===== src/rtl/dstx_pkg.sv =====
package dstx_pkg;

    localparam int DATA_W = 8;
    localparam int CODE_W = 2;

    localparam logic [CODE_W-1:0] CODE_FCT = 2'b00;
    localparam logic [CODE_W-1:0] CODE_EOP = 2'b01;
    localparam logic [CODE_W-1:0] CODE_EEP = 2'b10;
    localparam logic [CODE_W-1:0] CODE_ESC = 2'b11;

    typedef enum logic [1:0] {
        ST_START  = 2'd0,
        ST_PARITY = 2'd1,
        ST_FLAG   = 2'd2,
        ST_BODY   = 2'd3
    } tx_state_e;

    function automatic int max4(input int a, input int b, input int c, input int d);
        int m;
        m = a;
        if (b > m) m = b;
        if (c > m) m = c;
        if (d > m) m = d;
        return m;
    endfunction

endpackage


===== src/rtl/dstx_prescaler.sv =====
module dstx_prescaler #(
    parameter int DIV_R0 = 20,
    parameter int DIV_R1 = 10,
    parameter int DIV_R2 = 2,
    parameter int DIV_R3 = 1,
    parameter int CW     = 5
) (
    input  logic          clk,
    input  logic          rst_n,
    input  logic [1:0]    rate_sel,
    input  logic          boundary,
    output logic          tick,
    output logic [CW-1:0] cur_div
);

    localparam int DIVS [4] = '{DIV_R0, DIV_R1, DIV_R2, DIV_R3};

    logic [CW-1:0] div_tab [4];
    logic [CW-1:0] cnt_q;
    logic [CW-1:0] div_q;

    for (genvar g = 0; g < 4; g++) begin : g_tab
        assign div_tab[g] = CW'(DIVS[g]);
    end

    assign tick    = (cnt_q == '0);
    assign cur_div = div_q;

    always_ff @(posedge clk) begin
        if (!rst_n) begin
            cnt_q <= '0;
            div_q <= div_tab[0];
        end else if (tick) begin
            if (boundary) begin
                div_q <= div_tab[rate_sel];
                cnt_q <= div_tab[rate_sel] - 1'b1;
            end else begin
                cnt_q <= div_q - 1'b1;
            end
        end else begin
            cnt_q <= cnt_q - 1'b1;
        end
    end

endmodule


===== src/rtl/dstx_line_enc.sv =====
module dstx_line_enc (
    input  logic clk,
    input  logic rst_n,
    input  logic tick,
    input  logic bit_in,
    output logic ds_data,
    output logic ds_strobe
);

    always_ff @(posedge clk) begin
        if (!rst_n) begin
            ds_data   <= 1'b0;
            ds_strobe <= 1'b0;
        end else if (tick) begin
            ds_data <= bit_in;
            if (bit_in == ds_data) begin
                ds_strobe <= ~ds_strobe;
            end
        end
    end

endmodule


===== src/rtl/ds_char_tx.sv =====
module ds_char_tx
    import dstx_pkg::*;
#(
    parameter int DIV_R0 = 20,
    parameter int DIV_R1 = 10,
    parameter int DIV_R2 = 2,
    parameter int DIV_R3 = 1
) (
    input  logic              clk,
    input  logic              rst_n,
    input  logic [1:0]        rate_sel,
    input  logic              in_valid,
    input  logic              in_is_ctrl,
    input  logic [DATA_W-1:0] in_data,
    output logic              in_ready,
    output logic              ds_data,
    output logic              ds_strobe
);

    localparam int CW    = $clog2(max4(DIV_R0, DIV_R1, DIV_R2, DIV_R3) + 1);
    localparam int CNT_W = $clog2(DATA_W);

    tx_state_e         state_q, state_d;
    logic [CNT_W-1:0]  cnt_q;
    logic [DATA_W-1:0] shreg_q;
    logic              is_ctrl_q;
    logic              win_par_q;
    logic              null_pend;

    logic              tick;
    logic              boundary;
    logic [CW-1:0]     cur_div;
    logic              tx_bit;
    logic              new_ctrl;
    logic [DATA_W-1:0] new_pay;

    dstx_prescaler #(
        .DIV_R0(DIV_R0), .DIV_R1(DIV_R1), .DIV_R2(DIV_R2), .DIV_R3(DIV_R3), .CW(CW)
    ) u_pre (
        .clk      (clk),
        .rst_n    (rst_n),
        .rate_sel (rate_sel),
        .boundary (boundary),
        .tick     (tick),
        .cur_div  (cur_div)
    );

    dstx_line_enc u_enc (
        .clk       (clk),
        .rst_n     (rst_n),
        .tick      (tick),
        .bit_in    (tx_bit),
        .ds_data   (ds_data),
        .ds_strobe (ds_strobe)
    );

    assign boundary = tick && ((state_q == ST_START) ||
                               (state_q == ST_BODY && cnt_q == '0));
    assign in_ready = boundary && !null_pend;

    // Next character: second half of a null, client character, or a null start
    always_comb begin
        if (null_pend) begin
            new_ctrl = 1'b1;
            new_pay  = DATA_W'(CODE_FCT);
        end else if (in_valid) begin
            new_ctrl = in_is_ctrl;
            new_pay  = in_is_ctrl ? DATA_W'(in_data[CODE_W-1:0]) : in_data;
        end else begin
            new_ctrl = 1'b1;
            new_pay  = DATA_W'(CODE_ESC);
        end
    end

    // Bit placed on the line at this tick
    always_comb begin
        unique case (state_q)
            ST_PARITY: tx_bit = is_ctrl_q;
            ST_FLAG:   tx_bit = shreg_q[0];
            ST_START:  tx_bit = 1'b1 ^ win_par_q ^ new_ctrl;
            ST_BODY:   tx_bit = (cnt_q == '0) ? (1'b1 ^ win_par_q ^ new_ctrl) : shreg_q[0];
        endcase
    end

    always_comb begin
        state_d = state_q;
        if (tick) begin
            unique case (state_q)
                ST_START:  state_d = ST_PARITY;
                ST_PARITY: state_d = ST_FLAG;
                ST_FLAG:   state_d = ST_BODY;
                ST_BODY:   state_d = (cnt_q == '0) ? ST_PARITY : ST_BODY;
            endcase
        end
    end

    always_ff @(posedge clk) begin
        if (!rst_n) begin
            state_q <= ST_START;
        end else begin
            state_q <= state_d;
        end
    end

    always_ff @(posedge clk) begin
        if (!rst_n) begin
            cnt_q     <= '0;
            shreg_q   <= '0;
            is_ctrl_q <= 1'b0;
            win_par_q <= 1'b0;
            null_pend <= 1'b0;
        end else if (tick) begin
            if (boundary) begin
                is_ctrl_q <= new_ctrl;
                shreg_q   <= new_pay;
                win_par_q <= 1'b0;
                null_pend <= null_pend ? 1'b0 : !in_valid;
            end else if (state_q == ST_FLAG) begin
                cnt_q     <= is_ctrl_q ? CNT_W'(CODE_W - 1) : CNT_W'(DATA_W - 1);
                shreg_q   <= shreg_q >> 1;
                win_par_q <= win_par_q ^ shreg_q[0];
            end else if (state_q == ST_BODY) begin
                cnt_q     <= cnt_q - 1'b1;
                shreg_q   <= shreg_q >> 1;
                win_par_q <= win_par_q ^ shreg_q[0];
            end
        end
    end

endmodule


===== config.mk =====
export PLATFORM = sky130hd
export DESIGN_NAME = ds_char_tx
export DESIGN_NICKNAME = d
export VERILOG_FILES = /design/src/rtl/dstx_pkg.sv /design/src/rtl/dstx_prescaler.sv /design/src/rtl/dstx_line_enc.sv /design/src/rtl/ds_char_tx.sv
export SDC_FILE = /design/constraint.sdc
export NUM_CORES = 1
export LEC_CHECK = 0
export ABC_AREA = 1
export CELL_PAD_IN_SITES_DETAIL_PLACEMENT = 1
export CELL_PAD_IN_SITES_GLOBAL_PLACEMENT = 1
export CORE_UTILIZATION = 29
export CTS_CLUSTER_SIZE = 25
export DETAILED_ROUTE_END_ITERATION = 12
export DONT_BUFFER_PORTS = 1
export PLACE_DENSITY = 0.56
export SKIP_CTS_REPAIR_TIMING = 1
export SYNTH_ARGS = -nofsm -noshare
export SYNTH_HDL_FRONTEND = slang
export SYNTH_SLANG_ARGS = --single-unit

===== constraint.sdc =====
create_clock -name clk -period 2.5 [get_ports clk]
set_input_delay 0.125 -clock clk [delete_from_list [all_inputs] [get_ports clk]]
set_output_delay 0.125 -clock clk [all_outputs]
set_load 0.05 [all_outputs]

==> metrics <==
outcome complete, but fails checks; failing checks negative hold slack; Min Hold Slack -0.00898 ns; WL final 3540 microns; I/O pin cnt 17; vias 1244; highest routed layer met4; Max Clk Rate 0.479 GHz; CP startpoint kind flop; Leak 0.690 nW; Mapped Nets 220; layout cells sized above 1 10.9%; first-pass GRT wire length 5980 microns; IO buf count 0; Setup WS pre-CTS 0.408 ns; Synth Area in Compound Gates 17.3%; endpoint class of the critical path flop; Yosys warning count 0; Hold Crit Class input port to flop; post-route core utilization 32.6%; Most common cell on crit path nand2_1; CP Max Fanout 12; ys flop type dfxtp_1; GP Congestion 0.730; Max IR drop VDD 0.336 mV; PD cells 1450 nW/um^2; RSZ-0062 raised after global routing false; Num CTS Buffers 3; met2 wire len 1680 microns; die area 5290 sq um; Die Wd 72.7 microns; routed length on met3 97 microns; Syn Area/Cell 7.25 sq um; antenna cell count 0; Pre-antenna DRT Iters 4; violation count after the first detailed-route iteration 56; Async S/R FF share, synth 0%; critical path's top delay family simple AND/OR/NAND/NOR gates; Synth top cells by count 38 x nand2_1, 32 x inv_1, 27 x dfxtp_1; Tot Pwr 2.24 mW; biggest area consumer among synthesized cells dfxtp_1; Via density 4.64; Worst Tran Pin Value 0.555 ns; initial antenna violation count 0; Tmin final 2.09 ns; Distinct cells, synth 27; crit path DAT 2.27 ns; post-synthesis sequential area ratio 37.3%; period utilization 83.5%; largest family of logic cells by synthesized area simple AND/OR/NAND/NOR gates; drt wl/cell 13.2 microns; area of the multi-input gates 737 sq um; synth top area cells dfxtp_1 37%, nand2_1 9.8%, inv_1 8.3%; Root Buffer clkbuf_8; GR Util All Layers 14.7%; Rows 25; CP max stage delay 0.34 ns; Post-Synth XOR/XNOR Area 0.604%; gr ovfl total 0; CP required 2.68 ns; Crit-path slowest cell dfxtp_1; CTS max path bufs 2; overall die height 72.7 microns; DRC 0; CTS tree done; Reg area 541 sq um; Critical path buffers and inverters 3; Setup Viol. Count Final 0; H-tree level count 1; mux share of post-synthesis cell area 0%; area share of the largest cell type after synthesis 37.3%; Area Overhead vs Synth 6.99%; clock tree sinks 27; nets@finish 222; starting density of the core 30.5%; post-DP HPWL 2650 microns; synthesized netlist cell count 200; Core Area 4750 sq um; Slew Viols, Final 0; clock skew 0.00376 ns; fill cell count 618; met1 WL 1710 microns; maxcap violations 0; critical path class flop to flop; Worst-Skew Late Latency 0.27 ns; Max-slew headroom 62.9%; largest net degree at the start of global routing 17; crit path cell chain inv_1, ha_1, inv_1, nor2_1, nand2_2, nand2_4, nand3_2, o211ai_1, nand2_1, inv_2, ha_1, nand3_1, nor2_2, nand2_1, nand2_1, nor2_1; post-synthesis cell area 1450 sq um; number of global-route vias before repair 1285; most frequent cell after synthesis nand2_1; simple-gate share of the synthesized area 27.7%; final hold vios 2; Post-DRT Antenna Nets 0; Adder-Cell Fraction of Synth Area 5.18%; CTS clk-pin slew, worst paths 0.10 ns; Final WS setup 0.413 ns; number of synthesized flops with an enable pin 0; Yosys reg bits 27; setup TNS 0 ns
## state kept, by name, summed over array words and instances, names as in the netlist
| register | flops |
|---|---|
| is_ctrl_q | 1 |
| u_pre.cnt_q | 5 |
| null_pend | 1 |
| u_enc.ds_strobe | 1 |
| u_pre.cur_div | 4 |
| shreg_q | 8 |
| win_par_q | 1 |
| cnt_q | 3 |
| u_enc.ds_data | 1 |
| state_q | 2 |
## cells by family (layout without fill, tap and decap cells)
| group | count (synthesis) | in the layout |
|---|---|---|
| AO/OA/AOI/OAI | 44 | 44 |
| XOR/XNOR | 1 | 1 |
| flip-flops | 27 | 27 |
| buffers and inverters | 39 | 40 |
| AND/OR/NAND/NOR | 83 | 83 |
| adder cells (fa/ha/maj) | 6 | 6 |
## metrics by stage
step,hold slack [ns],cell area (sq um),instances
3_5_place_dp,0.207,1500,263
5_1_grt,0.00112,1550,268
4_1_cts,-0.0941,1540,267
3_3_place_gp,0.201,1500,263
6_report,-0.00898,1550,268
2_1_floorplan,0.263,1450,200
## report_power, final
part           internal, mW  switching (mW)
combinational         0.377           0.804
clock                 0.114           0.141
sequential            0.624           0.183
total                  1.11            1.13
## placed cells by master, fill, tap and decap left out, drive strengths merged
| cell | netlist | routed |
|---|---|---|
| nand2 | 45 | 45 |
| inv | 33 | 33 |
| dfxtp | 27 | 27 |
| nor2 | 22 | 22 |
| o21ai | 21 | 21 |
| a21oi | 15 | 15 |
| nand3 | 12 | 12 |
| ha | 6 | 6 |
| a31oi | 4 | 4 |
| clkbuf | 2 | 4 |
| a211oi | 2 | 2 |
| nand4 | 2 | 2 |
| o211ai | 2 | 2 |
| clkinv | 1 | 1 |
| nor3 | 1 | 1 |
| nand3b | 1 | 1 |
| xor2 | 1 | 1 |
| dlygate4sd3 | 0 | 1 |
| buf | 3 | 1 |
## metal layers
layer,vias to the layer above,track usage [%]
met5,-,0
met4,0,4.58
met3,5,2.62
met2,15,24.9
met1,582,18.8
li1,642,-
## path summary, 6_finish.rpt
check	from	endpoint	slack [ns]	cells after the start
hold / removal	rst_n	shreg_q[5]	-0.009	2
setup reg to reg	cnt_q[0]	u_pre.cnt_q[4]	0.41	16
setup / recovery	cnt_q[0]	u_pre.cnt_q[4]	0.41	16
hold reg to reg	shreg_q[2]	shreg_q[1]	0.49	2
## final cells by class
type	instances	share of cell area, %
inverters	34	8.23
well taps	67	5.40
clock buffers	4	2.90
repair buffers	2	1.13
multi-input cells	134	47.5
flip-flops and latches	27	34.8
Power figures use the tool's default switching activity.
